==> config.mk <==
export PLATFORM = sky130hd
export DESIGN_NAME = pid_duty_comp
export DESIGN_NICKNAME = d
export VERILOG_FILES = /design/src/rtl/pid_duty_pkg.sv /design/src/rtl/pid_err_stage.sv /design/src/rtl/pid_gain_term.sv /design/src/rtl/pid_out_stage.sv /design/src/rtl/pid_duty_comp.sv
export SDC_FILE = /design/constraint.sdc
export NUM_CORES = 2
export LEC_CHECK = 0
export ABC_AREA = 1
export BUFFER_PORTS_ARGS = -buffer_cell sky130_fd_sc_hd__buf_2
export CAP_MARGIN = 20
export CORE_MARGIN = 1.5
export CORE_UTILIZATION = 65
export DETAILED_ROUTE_END_ITERATION = 6
export PLACE_DENSITY = 0.88
export SLEW_MARGIN = 30
export SYNTH_ARGS = -nofsm -noshare
export SYNTH_HDL_FRONTEND = slang
export SYNTH_SLANG_ARGS = --single-unit
==> constraint.sdc <==
create_clock -name clk -period 14.3 [get_ports clk]
set_input_delay 2.86 -clock clk [delete_from_list [all_inputs] [get_ports clk]]
set_output_delay 2.86 -clock clk [all_outputs]
set_load 0.01 [all_outputs]
==> src/rtl/pid_duty_pkg.sv <==
`timescale 1ns/1ps
package pid_duty_pkg;
   // fractional bits of the gain format (Q8.8)
   localparam int unsigned DEF_GAIN_FRAC = 8;
   // width of the duty command handed to the modulator
   localparam int unsigned DEF_DUTY_W    = 8;
endpackage

==> src/rtl/pid_err_stage.sv <==
`timescale 1ns/1ps
// Stage 1: error, error difference, saturating error sum, gain capture.
module pid_err_stage #(
   parameter int ADC_W   = 10,
   parameter int GAIN_W  = 16,
   parameter int ACC_LIM = 2048,
   parameter int ACC_W   = 13
) (
   input  logic                     clk,
   input  logic                     rst,
   input  logic                     vld_i,
   input  logic [ADC_W-1:0]         adc_i,
   input  logic [ADC_W-1:0]         ref_i,
   input  logic signed [GAIN_W-1:0] kp_i,
   input  logic signed [GAIN_W-1:0] ki_i,
   input  logic signed [GAIN_W-1:0] kd_i,
   output logic                     vld_o,
   output logic signed [ADC_W:0]    err_o,
   output logic signed [ADC_W+1:0]  dlt_o,
   output logic signed [ACC_W-1:0]  acc_o,
   output logic signed [GAIN_W-1:0] kp_o,
   output logic signed [GAIN_W-1:0] ki_o,
   output logic signed [GAIN_W-1:0] kd_o
);
   localparam int E_W = ADC_W + 1;
   localparam logic signed [ACC_W:0] ACC_HI = (ACC_W+1)'(ACC_LIM);
   localparam logic signed [ACC_W:0] ACC_LO = -ACC_HI;

   if (ACC_W <= E_W) begin : g_bad_acc
      $error("pid_err_stage: accumulator narrower than error plus one bit");
   end
   if (ACC_LIM <= 0) begin : g_bad_lim
      $error("pid_err_stage: ACC_LIM must be positive");
   end

   logic signed [E_W-1:0]   err_now;
   logic signed [E_W-1:0]   prev_q;
   logic signed [E_W:0]     dlt_now;
   logic signed [ACC_W-1:0] acc_q;
   logic signed [ACC_W:0]   acc_sum;
   logic signed [ACC_W:0]   acc_sat;

   always_comb begin
      err_now = $signed({1'b0, ref_i}) - $signed({1'b0, adc_i});
      dlt_now = (E_W+1)'(err_now) - (E_W+1)'(prev_q);
      acc_sum = (ACC_W+1)'(acc_q) + (ACC_W+1)'(err_now);
      if (acc_sum > ACC_HI)      acc_sat = ACC_HI;
      else if (acc_sum < ACC_LO) acc_sat = ACC_LO;
      else                       acc_sat = acc_sum;
   end

   always_ff @(posedge clk) begin
      if (rst) begin
         vld_o  <= 1'b0;
         err_o  <= '0;
         dlt_o  <= '0;
         prev_q <= '0;
         acc_q  <= '0;
         kp_o   <= '0;
         ki_o   <= '0;
         kd_o   <= '0;
      end else begin
         vld_o <= vld_i;
         if (vld_i) begin
            err_o  <= err_now;
            dlt_o  <= dlt_now;
            prev_q <= err_now;
            acc_q  <= acc_sat[ACC_W-1:0];
            kp_o   <= kp_i;
            ki_o   <= ki_i;
            kd_o   <= kd_i;
         end
      end
   end

   assign acc_o = acc_q;
endmodule

==> src/rtl/pid_gain_term.sv <==
`timescale 1ns/1ps
// Stage 2 lane: full-width signed product, optional symmetric limiter.
module pid_gain_term #(
   parameter int GAIN_W = 16,
   parameter int OP_W   = 11,
   parameter int OUT_W  = 29,
   parameter int LIMIT  = 0
) (
   input  logic                     clk,
   input  logic                     rst,
   input  logic signed [GAIN_W-1:0] gain_i,
   input  logic signed [OP_W-1:0]   op_i,
   output logic signed [OUT_W-1:0]  term_o
);
   localparam int P_W = GAIN_W + OP_W;

   if (OUT_W < P_W) begin : g_bad_out
      $error("pid_gain_term: output narrower than product");
   end
   if (LIMIT < 0) begin : g_bad_limit
      $error("pid_gain_term: LIMIT must not be negative");
   end

   logic signed [P_W-1:0] prod;
   logic signed [P_W-1:0] lim_v;

   assign prod = P_W'(gain_i) * P_W'(op_i);

   if (LIMIT > 0) begin : g_lim
      localparam logic signed [P_W-1:0] HI = P_W'(LIMIT);
      localparam logic signed [P_W-1:0] LO = -HI;
      always_comb begin
         if (prod > HI)      lim_v = HI;
         else if (prod < LO) lim_v = LO;
         else                lim_v = prod;
      end
   end else begin : g_pass
      assign lim_v = prod;
   end

   always_ff @(posedge clk) begin
      if (rst) term_o <= '0;
      else     term_o <= OUT_W'(lim_v);
   end
endmodule

==> src/rtl/pid_out_stage.sv <==
`timescale 1ns/1ps
// Stage 3: sum, round half up, clamp to duty range, done pulse.
module pid_out_stage #(
   parameter int IN_W   = 29,
   parameter int DUTY_W = 8,
   parameter int FRAC   = 8
) (
   input  logic                    clk,
   input  logic                    rst,
   input  logic                    vld_i,
   input  logic signed [IN_W-1:0]  p_i,
   input  logic signed [IN_W-1:0]  i_i,
   input  logic signed [IN_W-1:0]  d_i,
   output logic [DUTY_W-1:0]       duty_o,
   output logic                    done_o
);
   localparam int S_W = IN_W + 2;
   localparam logic signed [S_W-1:0] HALF = S_W'(longint'(1) << (FRAC-1));
   localparam logic signed [S_W-1:0] DMAX = S_W'((longint'(1) << DUTY_W) - 1);

   if (FRAC < 1) begin : g_bad_frac
      $error("pid_out_stage: FRAC must be at least 1");
   end
   if (DUTY_W >= S_W - 1) begin : g_bad_duty
      $error("pid_out_stage: duty wider than sum");
   end

   logic signed [S_W-1:0] sum;
   logic signed [S_W-1:0] shf;
   logic [DUTY_W-1:0]     dsat;

   always_comb begin
      sum = S_W'(p_i) + S_W'(i_i) + S_W'(d_i) + HALF;
      shf = sum >>> FRAC;
      if (shf[S_W-1])     dsat = '0;
      else if (shf > DMAX) dsat = DMAX[DUTY_W-1:0];
      else                dsat = shf[DUTY_W-1:0];
   end

   always_ff @(posedge clk) begin
      if (rst) begin
         duty_o <= '0;
         done_o <= 1'b0;
      end else begin
         done_o <= vld_i;
         if (vld_i) duty_o <= dsat;
      end
   end
endmodule

==> src/rtl/pid_duty_comp.sv <==
`timescale 1ns/1ps
module pid_duty_comp
   import pid_duty_pkg::*;
#(
   parameter int ADC_W     = 10,
   parameter int GAIN_W    = 16,
   parameter int GAIN_FRAC = DEF_GAIN_FRAC,
   parameter int ACC_LIM   = 2048,
   parameter int P_LIM     = 65535,
   parameter int DUTY_W    = DEF_DUTY_W
) (
   input  logic                     clk,
   input  logic                     rst,
   input  logic                     sample_vld,
   input  logic [ADC_W-1:0]         adc_code,
   input  logic [ADC_W-1:0]         ref_code,
   input  logic signed [GAIN_W-1:0] kp,
   input  logic signed [GAIN_W-1:0] ki,
   input  logic signed [GAIN_W-1:0] kd,
   output logic [DUTY_W-1:0]        duty,
   output logic                     duty_done
);
   localparam int E_W    = ADC_W + 1;
   localparam int ACC_W  = $clog2(ACC_LIM + 1) + 1;
   localparam int TERM_W = GAIN_W + ACC_W;

   if (GAIN_FRAC >= GAIN_W) begin : g_bad_gain
      $error("pid_duty_comp: gain fraction exceeds gain width");
   end

   logic                     vld1, vld2;
   logic signed [E_W-1:0]    err1;
   logic signed [E_W:0]      dlt1;
   logic signed [ACC_W-1:0]  acc1;
   logic signed [GAIN_W-1:0] kp1, ki1, kd1;
   logic signed [TERM_W-1:0] p2, i2, d2;

   pid_err_stage #(
      .ADC_W(ADC_W), .GAIN_W(GAIN_W), .ACC_LIM(ACC_LIM), .ACC_W(ACC_W)
   ) u_err (
      .clk(clk), .rst(rst), .vld_i(sample_vld), .adc_i(adc_code),
      .ref_i(ref_code), .kp_i(kp), .ki_i(ki), .kd_i(kd),
      .vld_o(vld1), .err_o(err1), .dlt_o(dlt1), .acc_o(acc1),
      .kp_o(kp1), .ki_o(ki1), .kd_o(kd1)
   );

   pid_gain_term #(
      .GAIN_W(GAIN_W), .OP_W(E_W), .OUT_W(TERM_W), .LIMIT(P_LIM)
   ) u_prop (
      .clk(clk), .rst(rst), .gain_i(kp1), .op_i(err1), .term_o(p2)
   );

   pid_gain_term #(
      .GAIN_W(GAIN_W), .OP_W(ACC_W), .OUT_W(TERM_W), .LIMIT(0)
   ) u_intg (
      .clk(clk), .rst(rst), .gain_i(ki1), .op_i(acc1), .term_o(i2)
   );

   pid_gain_term #(
      .GAIN_W(GAIN_W), .OP_W(E_W + 1), .OUT_W(TERM_W), .LIMIT(0)
   ) u_derv (
      .clk(clk), .rst(rst), .gain_i(kd1), .op_i(dlt1), .term_o(d2)
   );

   always_ff @(posedge clk) begin
      if (rst) vld2 <= 1'b0;
      else     vld2 <= vld1;
   end

   pid_out_stage #(
      .IN_W(TERM_W), .DUTY_W(DUTY_W), .FRAC(GAIN_FRAC)
   ) u_out (
      .clk(clk), .rst(rst), .vld_i(vld2), .p_i(p2), .i_i(i2), .d_i(d2),
      .duty_o(duty), .done_o(duty_done)
   );
endmodule

==> results.txt <==
----------------------------------------------------
[Clocking]
  Clock tree from TritonCTS ... built
  Max Root-Sink Buffers ... 2
  Hold_buf cts ... 0
  Clk slew on worst S/H paths ... 0.08 ns
  H-tree levels ... 4
  Number of cells upsized or downsized after cts ... 0
  CTS buffer count ... 17
  Post-CTS setup buffer count ... 0
  Later-pin clock latency in the skew report ... between 0.5 and 0.6 ns
  Clk sink count ... around 180
  CTS root buf ... sky130_fd_sc_hd__clkbuf_16

[Synthesis]
  Number of warnings issued by yosys ... 0
  Average instance area after synthesis ... between 7 and 8 µm²
  Synthesized net count ... 4930
  Number of synthesized flops with an enable pin ... 0
  Number of standard cells after synthesis ... between 4000 and 5000
  Netlist area before placement ... slightly above 30000 µm²
  Post-synth ARST share ... 0%
  Number of distinct library cells after synthesis ... 51
  Most used flip-flop cell after synthesis ... sky130_fd_sc_hd__dfxtp_1
  Seq cells post-synth ... roughly 180
  Register area share after synthesis ... a little under an eighth

[Worst hold path]
  Type of the worst min-delay path ... reg -> reg
  Worst Hold Launch ... u_err.vld_o$_SDFF_PP0_

[GRT]
  Pin count of the biggest net entering global routing ... 53
  Global-route congestion overflow total ... 0
  GRT Overall Usage ... about a third
  Global-route wire length before repair ... approximately 120 mm
  Antenna violations before repair ... 0
  Vias in the first global route ... between 20000 and 30000

[Worst setup path]
  CP Max Fanout ... 19
  Largest stage delay, worst path ... 0.59 ns
  WP data arrival ... 7.28 ns
  CP required ... ~15 ns
  Reg-to-reg critical path startpoint ... u_err.err_o[10]$_SDFFE_PP0P_
  Critical path startpoint category ... register
  Critical-path cell with the highest stage delay ... sky130_fd_sc_hd__ha_1
  Endpoint kind of the worst setup timing path ... register
  R2R setup slack ... ~7.4 ns
  First element of the critical path ... u_err.err_o[10]$_SDFFE_PP0P_
  Crit Path Class ... reg -> reg
  Most numerous cell on the critical path ... sky130_fd_sc_hd__inv_1

[Timing]
  Worst hold slack ... approximately 0.44 ns
  Max-Slew Margin vs Limit ... about 37%
  Hold Vio Cnt, Final ... 0
  Worst Slack Setup Final ... between 7 and 8 ns
  Time the final worst path needs with I/O delays and setup ... about 6.9 ns
  Clock Skew ... 0.0146 ns
  Total count of max-transition violations in the final report ... 0
  Setup_tns ... 0 ns
  Tcrit/Tclk final ... about half
  Transition time of the tightest slew-check pin ... 0.949 ns
  Final number of setup-violating endpoints ... 0
  RSZ-0062 raised after global routing ... false
  Timing-limited maximum frequency ... approximately 140 MHz

[Layout]
  Summed area of non-filler cells in the final layout ... 32400 µm²
  Number of nets at the end of the flow ... 4884
  Ant. Diodes ... 0
  Layout Area Growth over Synthesis ... 4.05%
  Layout cell share with drive strength beyond 1 ... about 4.8%

[Detailed routing]
  Number of iterations in the first detailed-routing pass ... 6
  Residual antenna-violating net count after detailed routing ... 0
  Vias per Instance ... roughly 5.5
  Post-detailed-route wirelength per cell ... ~16 µm
  Post-route DRC ... 0
  Total wire length after detailed routing ... between 70 and 80 mm
  Number of vias after detailed routing ... about 25000
  Number of design-rule violations left by the first detailed-router iteration ... about 1800

[Power]
  Design Power ... about 4.3 mW
  Peak supply drop ... ~0.10 mV
  Power density over the cells ... between 100 and 150 nW/µm²
  Total leakage power ... roughly 18 nW

[Job]
  Number of max-capacitance violations reported ... 0

[Die]
  Die X-Extent ... between 200 and 250 µm
  I/O pin total ... 80
  DIE AREA ... 49300 µm²
  Site row count ... 80
  Die height ... 222 µm
  Starting Density ... 65.6%
  Core Area ... 47500 µm²

[Placed design]
  Weighted congestion at the end of routability-driven global placement ... 0.964
  Placed wire-length estimate ... 60.4 mm
  Count of port buffers added during placement ... 79
  Worst slack at placement ... roughly 7.5 ns
  DP Area ... around 32000 µm²

[Outcome]
  Result of the run ... finished clean

----------------------------------------------------
## final timing paths
kind / endpoint / cells past startpoint
worst max-delay path: u_prop.term_o[9]$_SDFF_PP0_ / 27
worst min-delay path: vld2$_SDFF_PP0_ / 2
worst max register to register: u_prop.term_o[9]$_SDFF_PP0_ / 27
worst min register to register: vld2$_SDFF_PP0_ / 2
## synthesized netlist by cell type (2+ instances only)
library cell / count / area (µm²)
sky130_fd_sc_hd__fa_1: 566 / 11300
sky130_fd_sc_hd__buf_6: 2 / 22.5
sky130_fd_sc_hd__a31oi_1: 7 / 43.8
sky130_fd_sc_hd__dfxtp_1: 179 / 3580
sky130_fd_sc_hd__or2_2: 35 / 219
sky130_fd_sc_hd__nand3_1: 66 / 330
sky130_fd_sc_hd__a211oi_1: 3 / 22.5
sky130_fd_sc_hd__a21oi_1: 206 / 1030
sky130_fd_sc_hd__and2_1: 2 / 12.5
sky130_fd_sc_hd__o2111ai_1: 3 / 26.3
sky130_fd_sc_hd__nor2_1: 269 / 1010
sky130_fd_sc_hd__o211ai_1: 8 / 60.1
sky130_fd_sc_hd__o21ai_0: 141 / 706
sky130_fd_sc_hd__clkbuf_1: 149 / 559
sky130_fd_sc_hd__and3_1: 2 / 12.5
sky130_fd_sc_hd__nor3_1: 13 / 65.1
sky130_fd_sc_hd__nor4_1: 4 / 25.0
sky130_fd_sc_hd__nand3b_1: 6 / 45.0
sky130_fd_sc_hd__nand4_1: 18 / 113
sky130_fd_sc_hd__o21ai_1: 9 / 45.0
sky130_fd_sc_hd__o21bai_1: 12 / 90.1
sky130_fd_sc_hd__ha_1: 280 / 3500
sky130_fd_sc_hd__a21o_1: 10 / 75.1
sky130_fd_sc_hd__inv_1: 1003 / 3760
sky130_fd_sc_hd__buf_1: 3 / 11.3
sky130_fd_sc_hd__xor2_1: 40 / 350
sky130_fd_sc_hd__xor2_2: 2 / 32.5
sky130_fd_sc_hd__nand3_2: 2 / 20.0
sky130_fd_sc_hd__inv_2: 2 / 7.51
sky130_fd_sc_hd__nand2_1: 881 / 3310
sky130_fd_sc_hd__nor2_2: 12 / 75.1
sky130_fd_sc_hd__nand2_4: 2 / 22.5
sky130_fd_sc_hd__xnor2_1: 41 / 359
sky130_fd_sc_hd__a21oi_2: 5 / 43.8
sky130_fd_sc_hd__o21a_1: 13 / 97.6
sky130_fd_sc_hd__buf_2: 2 / 10.0
## final cells by class
| class | count | area, µm² |
|---|---|---|
| clock buffer | 17 | 425 |
| clock inverter | 15 | 184 |
| fill | 3635 | 15100 |
| inverter | 1006 | 3780 |
| multi-input combinational | 2671 | 23200 |
| sequential | 179 | 3580 |
| tap | 615 | 769 |
| timing repair buffer | 92 | 493 |
## placed cells by master, fill, tap and decap left out, types with 5 or more instances in the layout
master                         n
sky130_fd_sc_hd__inv_1      1002
sky130_fd_sc_hd__nand2_1     881
sky130_fd_sc_hd__fa_1        566
sky130_fd_sc_hd__ha_1        280
sky130_fd_sc_hd__nor2_1      269
sky130_fd_sc_hd__a21oi_1     206
sky130_fd_sc_hd__dfxtp_1     179
sky130_fd_sc_hd__o21ai_0     141
sky130_fd_sc_hd__buf_2        79
sky130_fd_sc_hd__nand3_1      66
sky130_fd_sc_hd__xnor2_1      41
sky130_fd_sc_hd__xor2_1       40
sky130_fd_sc_hd__or2_2        35
sky130_fd_sc_hd__nand4_1      18
sky130_fd_sc_hd__clkbuf_16    17
sky130_fd_sc_hd__nor3_1       13
sky130_fd_sc_hd__o21a_1       13
sky130_fd_sc_hd__buf_4        13
sky130_fd_sc_hd__o21bai_1     12
sky130_fd_sc_hd__nor2_2       12
sky130_fd_sc_hd__a21o_1       10
sky130_fd_sc_hd__o21ai_1       9
sky130_fd_sc_hd__o211ai_1      8
sky130_fd_sc_hd__a31oi_1       7
sky130_fd_sc_hd__nand3b_1      6
sky130_fd_sc_hd__clkinv_8      6
sky130_fd_sc_hd__a21oi_2       5
## per-stage QoR
step	utilization, %	cells
6_report	68.2	4595
5_1_grt	68.2	4595
4_1_cts	68.2	4595
3_5_place_dp	66.9	4563
3_3_place_gp	66.9	4563
2_1_floorplan	-	4013
## cells by family (layout without fill, tap and decap cells)
logic type	after synthesis	in the layout	share of synthesized area, %
xor+xnor	83	83	2.38
buf+inv	1163	1130	14.1
flops	179	179	11.5
compound gates	425	425	7.44
fa+ha+maj	846	846	47.6
simple gates	1317	1317	17.0
## state kept, by name (all words and copies together), names as in the netlist
| signal | count |
|---|---|
| u_err.ki_o | 16 |
| u_err.acc_o | 13 |
| u_err.err_o | 11 |
| u_out.duty_o | 8 |
| u_err.kd_o | 16 |
| u_err.vld_o | 1 |
| u_intg.term_o | 29 |
| u_out.done_o | 1 |
| u_derv.term_o | 28 |
| vld2 | 1 |
| u_prop.term_o | 27 |
| u_err.kp_o | 16 |
| u_err.dlt_o | 12 |
## critical path: cells and delay by family (launching register included)
kind	cells	cell delay [ns]
simple gates	7	0.99
fa+ha+maj	7	3.58
buf+inv	7	0.81
flops	1	0.33
compound gates	5	0.77
xor+xnor	1	0.28
## report_power, final
group / leakage, nW / internal [mW] / total (mW) / switching (mW)
logic: 15.9 / 1.12 / 2.99 / 1.87
clock network: 0.295 / 0.237 / 0.501 / 0.264
registers: 1.48 / 0.612 / 0.791 / 0.179
total: 17.7 / 1.97 / 4.28 / 2.32
## per-layer routing
metal | routed length, µm | vias to the layer above | track usage, %
met1 | 29300 | 12229 | 39.7
met4 | 2930 | 0 | 13.3
met5 | 0 | - | 0
li1 | - | 11751 | -
met2 | 36800 | 1028 | 54.9
met3 | 5130 | 190 | 4.07
Note: power is estimated with default switching activity, not from simulation.
